## config.mk

```make
export PLATFORM = sky130hd
export DESIGN_NAME = irq_vector_resolver
export DESIGN_NICKNAME = d
export VERILOG_FILES = /design/src/rtl/vr_pkg.sv /design/src/rtl/vr_tree.sv /design/src/rtl/vr_ack.sv /design/src/rtl/irq_vector_resolver.sv
export SDC_FILE = /design/constraint.sdc
export NUM_CORES = 1
export LEC_CHECK = 0
export ABC_CLOCK_PERIOD_IN_PS = 20600
export BUFFER_PORTS_ARGS = -buffer_cell sky130_fd_sc_hd__buf_2
export CAP_MARGIN = 20
export CORE_AREA = 3 3 210 212
export DETAILED_ROUTE_END_ITERATION = 8
export DIE_AREA = 0 0 213 215
export PLACE_DENSITY = 0.56
export SYNTH_ARGS = -nofsm -noshare
export SYNTH_HDL_FRONTEND = slang
export SYNTH_SLANG_ARGS = --single-unit
```

## constraint.sdc

```tcl
create_clock -name vclk -period 20.6
set_input_delay 1.03 -clock vclk [all_inputs]
set_output_delay 1.03 -clock vclk [all_outputs]
set_load 0.02 [all_outputs]
```

## src/rtl/vr_pkg.sv

```systemverilog
package vr_pkg;

    localparam int SRC_N   = 64;
    localparam int PRIO_W  = 4;
    localparam int IDX_W   = $clog2(SRC_N);
    localparam int WORD_W  = 32;
    localparam int IDX_LSB = 16;

    typedef struct packed {
        logic              valid;
        logic [PRIO_W-1:0] prio;
        logic [IDX_W-1:0]  idx;
    } cand_t;

    typedef enum logic {
        SEL_NORM = 1'b0,
        SEL_FAST = 1'b1
    } vsel_e;

    // Priority merge: the upper half wins on greater or equal priority,
    // which makes ties go to the higher-numbered source.
    function automatic cand_t merge_prio(cand_t lo, cand_t hi);
        if (hi.valid && (!lo.valid || hi.prio >= lo.prio)) begin
            return hi;
        end
        return lo;
    endfunction

    // First-found merge: the lower half wins whenever it has a candidate.
    function automatic cand_t merge_first(cand_t lo, cand_t hi);
        return lo.valid ? lo : hi;
    endfunction

    function automatic logic [WORD_W-1:0] pack_norm(cand_t c);
        logic [WORD_W-1:0] w;
        w = '1;
        if (c.valid) begin
            w = '0;
            w[IDX_LSB +: IDX_W] = c.idx;
            w[PRIO_W-1:0]       = c.prio;
        end
        return w;
    endfunction

    function automatic logic [WORD_W-1:0] pack_fast(cand_t c);
        logic [WORD_W-1:0] w;
        w = '1;
        if (c.valid) begin
            w = '0;
            w[IDX_W-1:0] = c.idx;
        end
        return w;
    endfunction

endpackage

```

## src/rtl/vr_tree.sv

```systemverilog
module vr_tree
    import vr_pkg::*;
#(
    parameter int N            = SRC_N,
    parameter bit LOWEST_FIRST = 1'b0
) (
    input  logic [N-1:0]        cand_i,
    input  logic [N*PRIO_W-1:0] prio_i,
    output cand_t               win_o
);

    localparam int LVL = $clog2(N);

    // Balanced binary reduction, one generate block per level.
    for (genvar l = 0; l <= LVL; l++) begin : g_lvl
        localparam int W = N >> l;
        cand_t nd [W];
        if (l == 0) begin : g_leaf
            for (genvar i = 0; i < W; i++) begin : g_src
                assign nd[i] = {cand_i[i], prio_i[i*PRIO_W +: PRIO_W], IDX_W'(i)};
            end
        end else begin : g_node
            for (genvar i = 0; i < W; i++) begin : g_cmb
                if (LOWEST_FIRST) begin : g_first
                    assign nd[i] = merge_first(g_lvl[l-1].nd[2*i], g_lvl[l-1].nd[2*i+1]);
                end else begin : g_prio
                    assign nd[i] = merge_prio(g_lvl[l-1].nd[2*i], g_lvl[l-1].nd[2*i+1]);
                end
            end
        end
    end

    assign win_o = g_lvl[LVL].nd[0];

endmodule

```

## src/rtl/vr_ack.sv

```systemverilog
module vr_ack
    import vr_pkg::*;
#(
    parameter int N = SRC_N
) (
    input  cand_t             norm_win_i,
    input  cand_t             fast_win_i,
    input  logic              rd_i,
    input  vsel_e             sel_i,
    output logic [WORD_W-1:0] rdata_o,
    output logic [N-1:0]      clr_o
);

    cand_t chosen;

    always_comb begin
        chosen  = (sel_i == SEL_FAST) ? fast_win_i : norm_win_i;
        rdata_o = (sel_i == SEL_FAST) ? pack_fast(fast_win_i) : pack_norm(norm_win_i);
        clr_o   = '0;
        if (rd_i && chosen.valid) begin
            clr_o[chosen.idx] = 1'b1;
        end
    end

endmodule

```

## src/rtl/irq_vector_resolver.sv

```systemverilog
module irq_vector_resolver
    import vr_pkg::*;
#(
    parameter int N_SRC = SRC_N
) (
    input  logic                    clk,
    input  logic                    rst,
    input  logic [N_SRC-1:0]        pend_i,
    input  logic [N_SRC-1:0]        en_i,
    input  logic [N_SRC-1:0]        fast_i,
    input  logic [N_SRC*PRIO_W-1:0] prio_i,
    input  logic                    rd_i,
    input  logic                    rd_sel_i,
    output logic [WORD_W-1:0]       rdata_o,
    output logic [N_SRC-1:0]        clr_o
);

    logic [N_SRC-1:0] live;
    logic [N_SRC-1:0] norm_cand;
    logic [N_SRC-1:0] fast_cand;
    cand_t            norm_win;
    cand_t            fast_win;
    vsel_e            sel;

    assign live      = pend_i & en_i;
    assign norm_cand = live & ~fast_i;
    assign fast_cand = live & fast_i;
    assign sel       = vsel_e'(rd_sel_i);

    vr_tree #(.N(N_SRC), .LOWEST_FIRST(1'b0)) u_norm_tree (
        .cand_i (norm_cand),
        .prio_i (prio_i),
        .win_o  (norm_win)
    );

    vr_tree #(.N(N_SRC), .LOWEST_FIRST(1'b1)) u_fast_tree (
        .cand_i (fast_cand),
        .prio_i (prio_i),
        .win_o  (fast_win)
    );

    vr_ack #(.N(N_SRC)) u_ack (
        .norm_win_i (norm_win),
        .fast_win_i (fast_win),
        .rd_i       (rd_i),
        .sel_i      (sel),
        .rdata_o    (rdata_o),
        .clr_o      (clr_o)
    );

    // never more than one source acknowledged
    a_r7_clr_onehot: assert property (@(posedge clk) disable iff (rst)
        $onehot0(clr_o));

    // no strobe outside a read
    a_r7_idle_no_clr: assert property (@(posedge clk) disable iff (rst)
        !rd_i |-> clr_o == '0);

    // a normal read only clears a live normal-type source
    a_r1_norm_clear_type: assert property (@(posedge clk) disable iff (rst)
        (rd_i && !rd_sel_i) |-> (clr_o & (fast_i | ~pend_i | ~en_i)) == '0);

    // a fast read only clears a live fast-type source
    a_r5_fast_clear_type: assert property (@(posedge clk) disable iff (rst)
        (rd_i && rd_sel_i) |-> (clr_o & (~fast_i | ~pend_i | ~en_i)) == '0);

    // the empty word never comes with a strobe
    a_r4_empty_no_clr: assert property (@(posedge clk) disable iff (rst)
        (rdata_o == '1) |-> clr_o == '0);

    // a found normal word keeps its middle bits zero
    a_r3_norm_pack: assert property (@(posedge clk) disable iff (rst)
        (!rd_sel_i && rdata_o != '1) |-> rdata_o[IDX_LSB-1:PRIO_W] == '0);

endmodule

```

# Word level (Yosys, flattened, before mapping)
# Cells that the tools add are included.
# totals
register_bits	0
latchBits	0
mem_bits_rw	0
rom_bits	0
inputBits	452
word_cells	519
memories	0
# op_classes
n_addsub	0
mul	0
div_mod_pow	0
order_cmp	65
eq_ne	0
n_shift	0
n_mux	259
n_bitwise	4
reduce_logical	191
# op_table
operator	n
11-bit two-way mux	190
4-bit >= comparator	63
64-bit AND	3
32-bit two-way mux	3
1-bit logical AND	65
1-bit two-way mux	64
64-bit two-way mux	1
64-bit NOT	1
1-bit zero test	63
1-bit logical OR	63
6-bit by 7-bit less-than comparator with 1-bit output (second input constant)	1
1-bit demux with 6-bit select	1
6-bit by 1-bit >= comparator with 1-bit output (second input constant)	1

# Longest topological paths before layout
# depth
ltp_word	38
depth_mapped	52
depth_no_buf	49

# By module
# Synthesis repeated with hierarchy kept, for this count alone.
# hier_totals
hier_cells	2856
hier_area_um2	20240.7
# modules_own_cells
mod	instances	cells_each	area_per_inst_um2	seq_area_each_um2
vr_tree at u_norm_tree	1	2069	14894.3	0.0
vr_tree at u_fast_tree	1	493	3161.8	0.0
vr_ack	1	166	1143.6	0.0
irq_vector_resolver	1	128	1041.0	0.0

# Least setup slack after synthesis
# No wires, ideal clock.
# synth_timing
kind	input-to-output
from	in prio_i[50]
to	out clr_o[33]
arrival_time_ns	10.748
required_ns	19.570
path_slack_ns	8.822
cell_stages	47
n_path_buf	2
path_cell_list	inv_1 -> ha_1 -> a21oi_1 -> o21ai_0 -> a211oi_1 -> nor2_1 -> mux2i_1 -> inv_1 -> ha_1 -> nand2b_1 -> a211oi_1 -> o21ai_0 -> nand2_1 -> mux2_2 -> ha_1 -> nand2b_1 -> a211oi_1 -> o21ai_1 -> (+11 left out) -> a21o_1 -> a21o_1 -> a211oi_1 -> nor2_2 -> buf_4 -> a2111oi_0 -> a31o_2 -> ha_1 -> nand2b_1 -> a21o_1 -> a21o_1 -> a221oi_2 -> nor2_4 -> a211o_1 -> a31o_2 -> buf_2 -> or3_4 -> nor2_1
# synth_via
elab_chain_cells	36
elab_cells_between_ends	43
cone_classes	8 x order compare; 18 x mux; 17 x reduce/logical
# synth_rtl
item	line_no	text
from (decl)	irq_vector_resolver.sv:11	input logic [N_SRC*PRIO_W-1:0] prio_i,
4-bit >= comparator	vr_pkg.sv:23	if (hi.valid && (!lo.valid || hi.prio >= lo.prio)) begin
1-bit logical OR	vr_pkg.sv:23	
1-bit logical AND	vr_pkg.sv:23	
1-bit two-way mux	vr_pkg.sv:23	
11-bit two-way mux *	vr_pkg.sv:26	return lo;
4-bit >= comparator / 1-bit zero test (equally long branches)	vr_pkg.sv:23	
1-bit logical OR	vr_pkg.sv:23	
1-bit logical AND	vr_pkg.sv:23	
(+20 left out)	n/a	
1-bit two-way mux	vr_pkg.sv:23	
11-bit two-way mux *	vr_pkg.sv:26	
11-bit two-way mux *	vr_ack.sv:17	chosen = (sel_i == SEL_FAST) ? fast_win_i : norm_win_i;
6-bit by 7-bit less-than comparator with 1-bit output (not written as such) / 6-bit by 1-bit >= comparator with 1-bit output (equally long branches)	vr_ack.sv:21	clr_o[chosen.idx] = 1'b1;
1-bit logical AND (not written as such)	vr_ack.sv:21	
1-bit two-way mux (not written as such)	vr_ack.sv:21	
1-bit demux with 6-bit select	n/a	
64-bit two-way mux *	vr_ack.sv:20	if (rd_i && chosen.valid) begin
to (decl)	irq_vector_resolver.sv:15	output logic [N_SRC-1:0] clr_o
# Mark *: on every way between the ends. The rest lies on a longest branch, timed or not. The select of a mux whose other input is x is not followed.

# Worst setup path in the final report
# layout_timing
from	in prio_i[186]
to	out clr_o[40]
# layout_via
elab_chain_cells	36
elab_cells_between_ends	43
cone_classes	8 x order compare; 20 x mux; 15 x reduce/logical
# layout_rtl
item	line_no
4-bit >= comparator	vr_pkg.sv:23
1-bit logical OR	vr_pkg.sv:23
1-bit logical AND	vr_pkg.sv:23
1-bit two-way mux	vr_pkg.sv:23
11-bit two-way mux *	vr_pkg.sv:26
4-bit >= comparator	vr_pkg.sv:23
1-bit logical OR	vr_pkg.sv:23
1-bit logical AND	vr_pkg.sv:23
(+20 left out)	n/a
1-bit two-way mux	vr_pkg.sv:23
11-bit two-way mux *	vr_pkg.sv:26
11-bit two-way mux *	vr_ack.sv:17
6-bit by 7-bit less-than comparator with 1-bit output (not written as such) / 6-bit by 1-bit >= comparator with 1-bit output (equally long branches)	vr_ack.sv:21
1-bit logical AND (not written as such)	vr_ack.sv:21
1-bit two-way mux (not written as such)	vr_ack.sv:21
1-bit demux with 6-bit select	n/a
64-bit two-way mux *	vr_ack.sv:20
# Marked as above.

==> Implementation_results.wiki <==
{| class="wikitable"
! Metric !! Value
|-
| Detailed-route wire length || 55990 um
|-
| Setup repair after global routing missed its margin || false
|-
| Max-cap violation count || 0
|-
| Final hold vios || 0
|-
| Total Negative Setup Slacks || 0 ns
|-
| Number of cells traversed by the worst hold path || 4
|-
| Global-route track usage on met2 || 41.96%
|-
| LEAKAGE || 8.718 nW
|-
| Hold-fix buffer count after cts || 0
|-
| Antenna-violating nets left || 0
|-
| CLK BUF || 0
|-
| Max stage delay cell, worst path || or3_1
|-
| Achievable Freq || 69.94 MHz
|-
| Data arrival time of the critical path || 13.27 ns
|-
| Source of the worst hold timing path || rd_sel_i
|-
| First-pass GRT wire length || 82380 um
|-
| Buffers on Ports || 546
|-
| Crit Path Class || in -> out
|-
| PD cells || 47.46 nW/um^2
|-
| Mapped Area || 12870 sq um
|-
| Core Rows || 75
|-
| Endpoints failing setup || 0
|-
| Worst IR Drop VDD || 0.00004585 V
|-
| Die extent in y || 215 um
|-
| Die Footprint || 45800 sq um
|-
| Crit path time final || 14.30 ns
|-
| Net count after synthesis || 2624
|-
| Path class of the lowest-slack min-delay path || in -> out
|-
| Remaining max-slew budget at the tightest pin || 30.37%
|-
| Post-synthesis average cell area || 6.706 sq um
|-
| Met1 track demand over resource || 26.77%
|-
| Count of filler cells inserted in the layout || 4600
|-
| Kind of capture point of the worst setup path || output pin
|-
| Endpoint with the worst hold slack || rdata_o[5]
|-
| Biggest cell delay along the critical path || 0.72 ns
|-
| Area added between synthesis and finish || 25.21%
|-
| Gate Count Post-Synth || 1920
|-
| Post-CTS setup buffer count || 0
|-
| Core footprint || 42130 sq um
|-
| Synth cell types || 85
|-
| Area used by sequential logic in the layout || 0 sq um
|-
| Detailed-router iteration count before antenna repair || 5
|-
| Post-layout nets || 3139
|-
| GRT Util Overall || 22.55%
|-
| Ys Warns || 0
|-
| Critical path data required time || 19.57 ns
|-
| Final design instance area without fill || 16120 sq um
|-
| Count of vias placed by the detailed router || 16080
|-
| DR DRC count || 0
|-
| Share of cells above drive strength 1 || 26.39%
|-
| Detail Placement HPWL || 50970 um
|-
| Most prevalent standard cell on the critical path || ha_1
|-
| Placed inst area || 16070 sq um
|-
| Pins over their slew limit || 0
|-
| Met3 GRT Util || 4.186%
|-
| Most frequent cells in the layout || 547 x buf_2, 252 x ha_1, 235 x nand2_1
|-
| Critical Path Source Type || input port
|-
| Status || completed
|-
| Die W || 213 um
|-
| Tightest Pin Transition || 1.037 ns
|-
| Commonest non-fill, non-tap cell in the layout || buf_2
|-
| Starting DRC count in detailed routing || 959
|-
| Top fanout value on the critical path || 16
|-
| Number of global-route vias before repair || 15320
|-
| FFs & Latches || 0
|-
| Busiest layer in global routing || met2
|-
| Share of the cycle needed by the critical path after routing || 69.41%
|-
| Post-detailed-route via-to-cell ratio || 5.398
|-
| Routed length per placed instance || 18.80 um
|-
| Multi-input gate area in the final layout || 11800 sq um
|-
| Number of primary I/O pins || 548
|-
| Gp weighted congestion || 0.9464
|-
| Resize count post-CTS || 0
|-
| Maximum number of pins on one net before global-route repair || 31
|-
| Number of antenna violations at the first check in global routing || 21
|-
| Initial Util || 30.56%
|-
| Sum of overflow across all layers after global routing || 0
|-
| Sequential fraction of the synthesis area || 0%
|}
[how the worst max path moves through the flow]
stage,startpoint,end,cells after the start
6_report,prio_i[186],clr_o[40],48
5_1_grt,prio_i[186],clr_o[40],48
4_1_cts,prio_i[186],clr_o[33],48
3_5_place_dp,prio_i[186],clr_o[33],48
3_3_place_gp,prio_i[186],clr_o[33],48
2_1_floorplan,prio_i[50],clr_o[33],47
[cell families (layout without fill, tap and decap cells)]
logic type | after synthesis | count (layout) | synth area share [%]
AOI/OAI and AO/OA | 559 | 559 | 28.29
adders and majority gates | 252 | 252 | 24.49
buffers and inverters | 261 | 774 | 8.435
muxes | 137 | 137 | 11.02
other | 0 | 7 | 0
and+or+nand+nor | 711 | 711 | 27.76
[area by class of cell]
class                      instances  share of cell area, %
multi-input combinational       1659                  73.20
timing repair buffer             556                  17.43
inverter                         218                  5.076
tap                              539                  4.183
antenna                            7                 0.1087
[synth_stat cells (4+ instances only)]
| library cell | instances | area (sq um) |
|---|---|---|
| a211oi_1 | 35 | 262.8 |
| nand2b_1 | 36 | 225.2 |
| o31ai_1 | 7 | 52.55 |
| a2111oi_0 | 6 | 52.55 |
| nand2_1 | 235 | 882.1 |
| ha_1 | 252 | 3153 |
| inv_1 | 217 | 814.5 |
| mux2i_1 | 99 | 991.0 |
| or2_2 | 9 | 56.30 |
| a21oi_1 | 126 | 630.6 |
| buf_4 | 20 | 150.1 |
| o211ai_1 | 17 | 127.6 |
| a32oi_1 | 7 | 61.31 |
| a21o_1 | 21 | 157.7 |
| nand4_1 | 23 | 143.9 |
| a21boi_0 | 9 | 67.56 |
| clkbuf_1 | 12 | 45.04 |
| a31oi_1 | 12 | 75.07 |
| a22oi_1 | 39 | 292.8 |
| mux2_2 | 38 | 427.9 |
| a211o_1 | 5 | 43.79 |
| nor4_1 | 4 | 25.02 |
| nor4bb_1 | 5 | 50.05 |
| or3_1 | 5 | 31.28 |
| o21ai_1 | 4 | 20.02 |
| nor2_1 | 150 | 563.0 |
| and3_1 | 10 | 62.56 |
| o22ai_1 | 18 | 112.6 |
| nor2b_1 | 42 | 262.8 |
| buf_2 | 7 | 35.03 |
| o221ai_1 | 4 | 35.03 |
| and3b_1 | 7 | 61.31 |
| nand3_1 | 74 | 370.4 |
| o21ai_0 | 157 | 785.8 |
| o31ai_2 | 4 | 50.05 |
| nand3b_1 | 48 | 360.4 |
| nor2_2 | 7 | 43.79 |
| o32ai_1 | 4 | 35.03 |
| o21a_1 | 11 | 82.58 |
| a2bb2oi_1 | 12 | 105.1 |
| a311oi_1 | 6 | 52.55 |
| o2111ai_1 | 13 | 113.9 |
| and2_1 | 5 | 31.28 |
| nor3_1 | 30 | 150.1 |
[report_power, final]
part | internal (mW) | leakage [nW] | switching, mW
clock network | 0.0000000455 | 0.0000444 | 0
registers | 0 | 0 | 0
logic | 0.281 | 8.72 | 0.484
total | 0.281 | 8.72 | 0.484
[worst max-delay path: cells and delay by family]
family | cells | cell delay (ns)
AND/OR/NAND/NOR | 11 | 3.14
AO/OA/AOI/OAI | 23 | 5.72
adder cells (fa/ha/maj) | 6 | 1.69
multiplexers | 3 | 1.17
buffers and inverters | 5 | 0.47
[per-stage QoR]
stage / hold WS (ns) / std cells / power (mW) / setup slack [ns] / utilization [%]
final: 2.644 / 2979 / 0.7650 / 6.302 / 38.26
after CTS: 2.665 / 2968 / 0.7600 / 6.149 / 38.14
after floorplan: 2.453 / 1920 / 0.5123 / 8.822 / -
after global routing: 2.711 / 2976 / 0.8456 / 5.453 / 38.24
after detailed placement: 2.661 / 2968 / 0.7563 / 6.187 / 38.14
after global placement: 2.659 / 2967 / 0.7411 / 6.352 / 38.12
[metal layers]
layer	up-vias	wire length (um)
li1	8099	-
met1	7302	22720
met2	581	27880
met3	75	4112
met4	24	1122
met5	-	161
(Power assumes the default switching activity.)
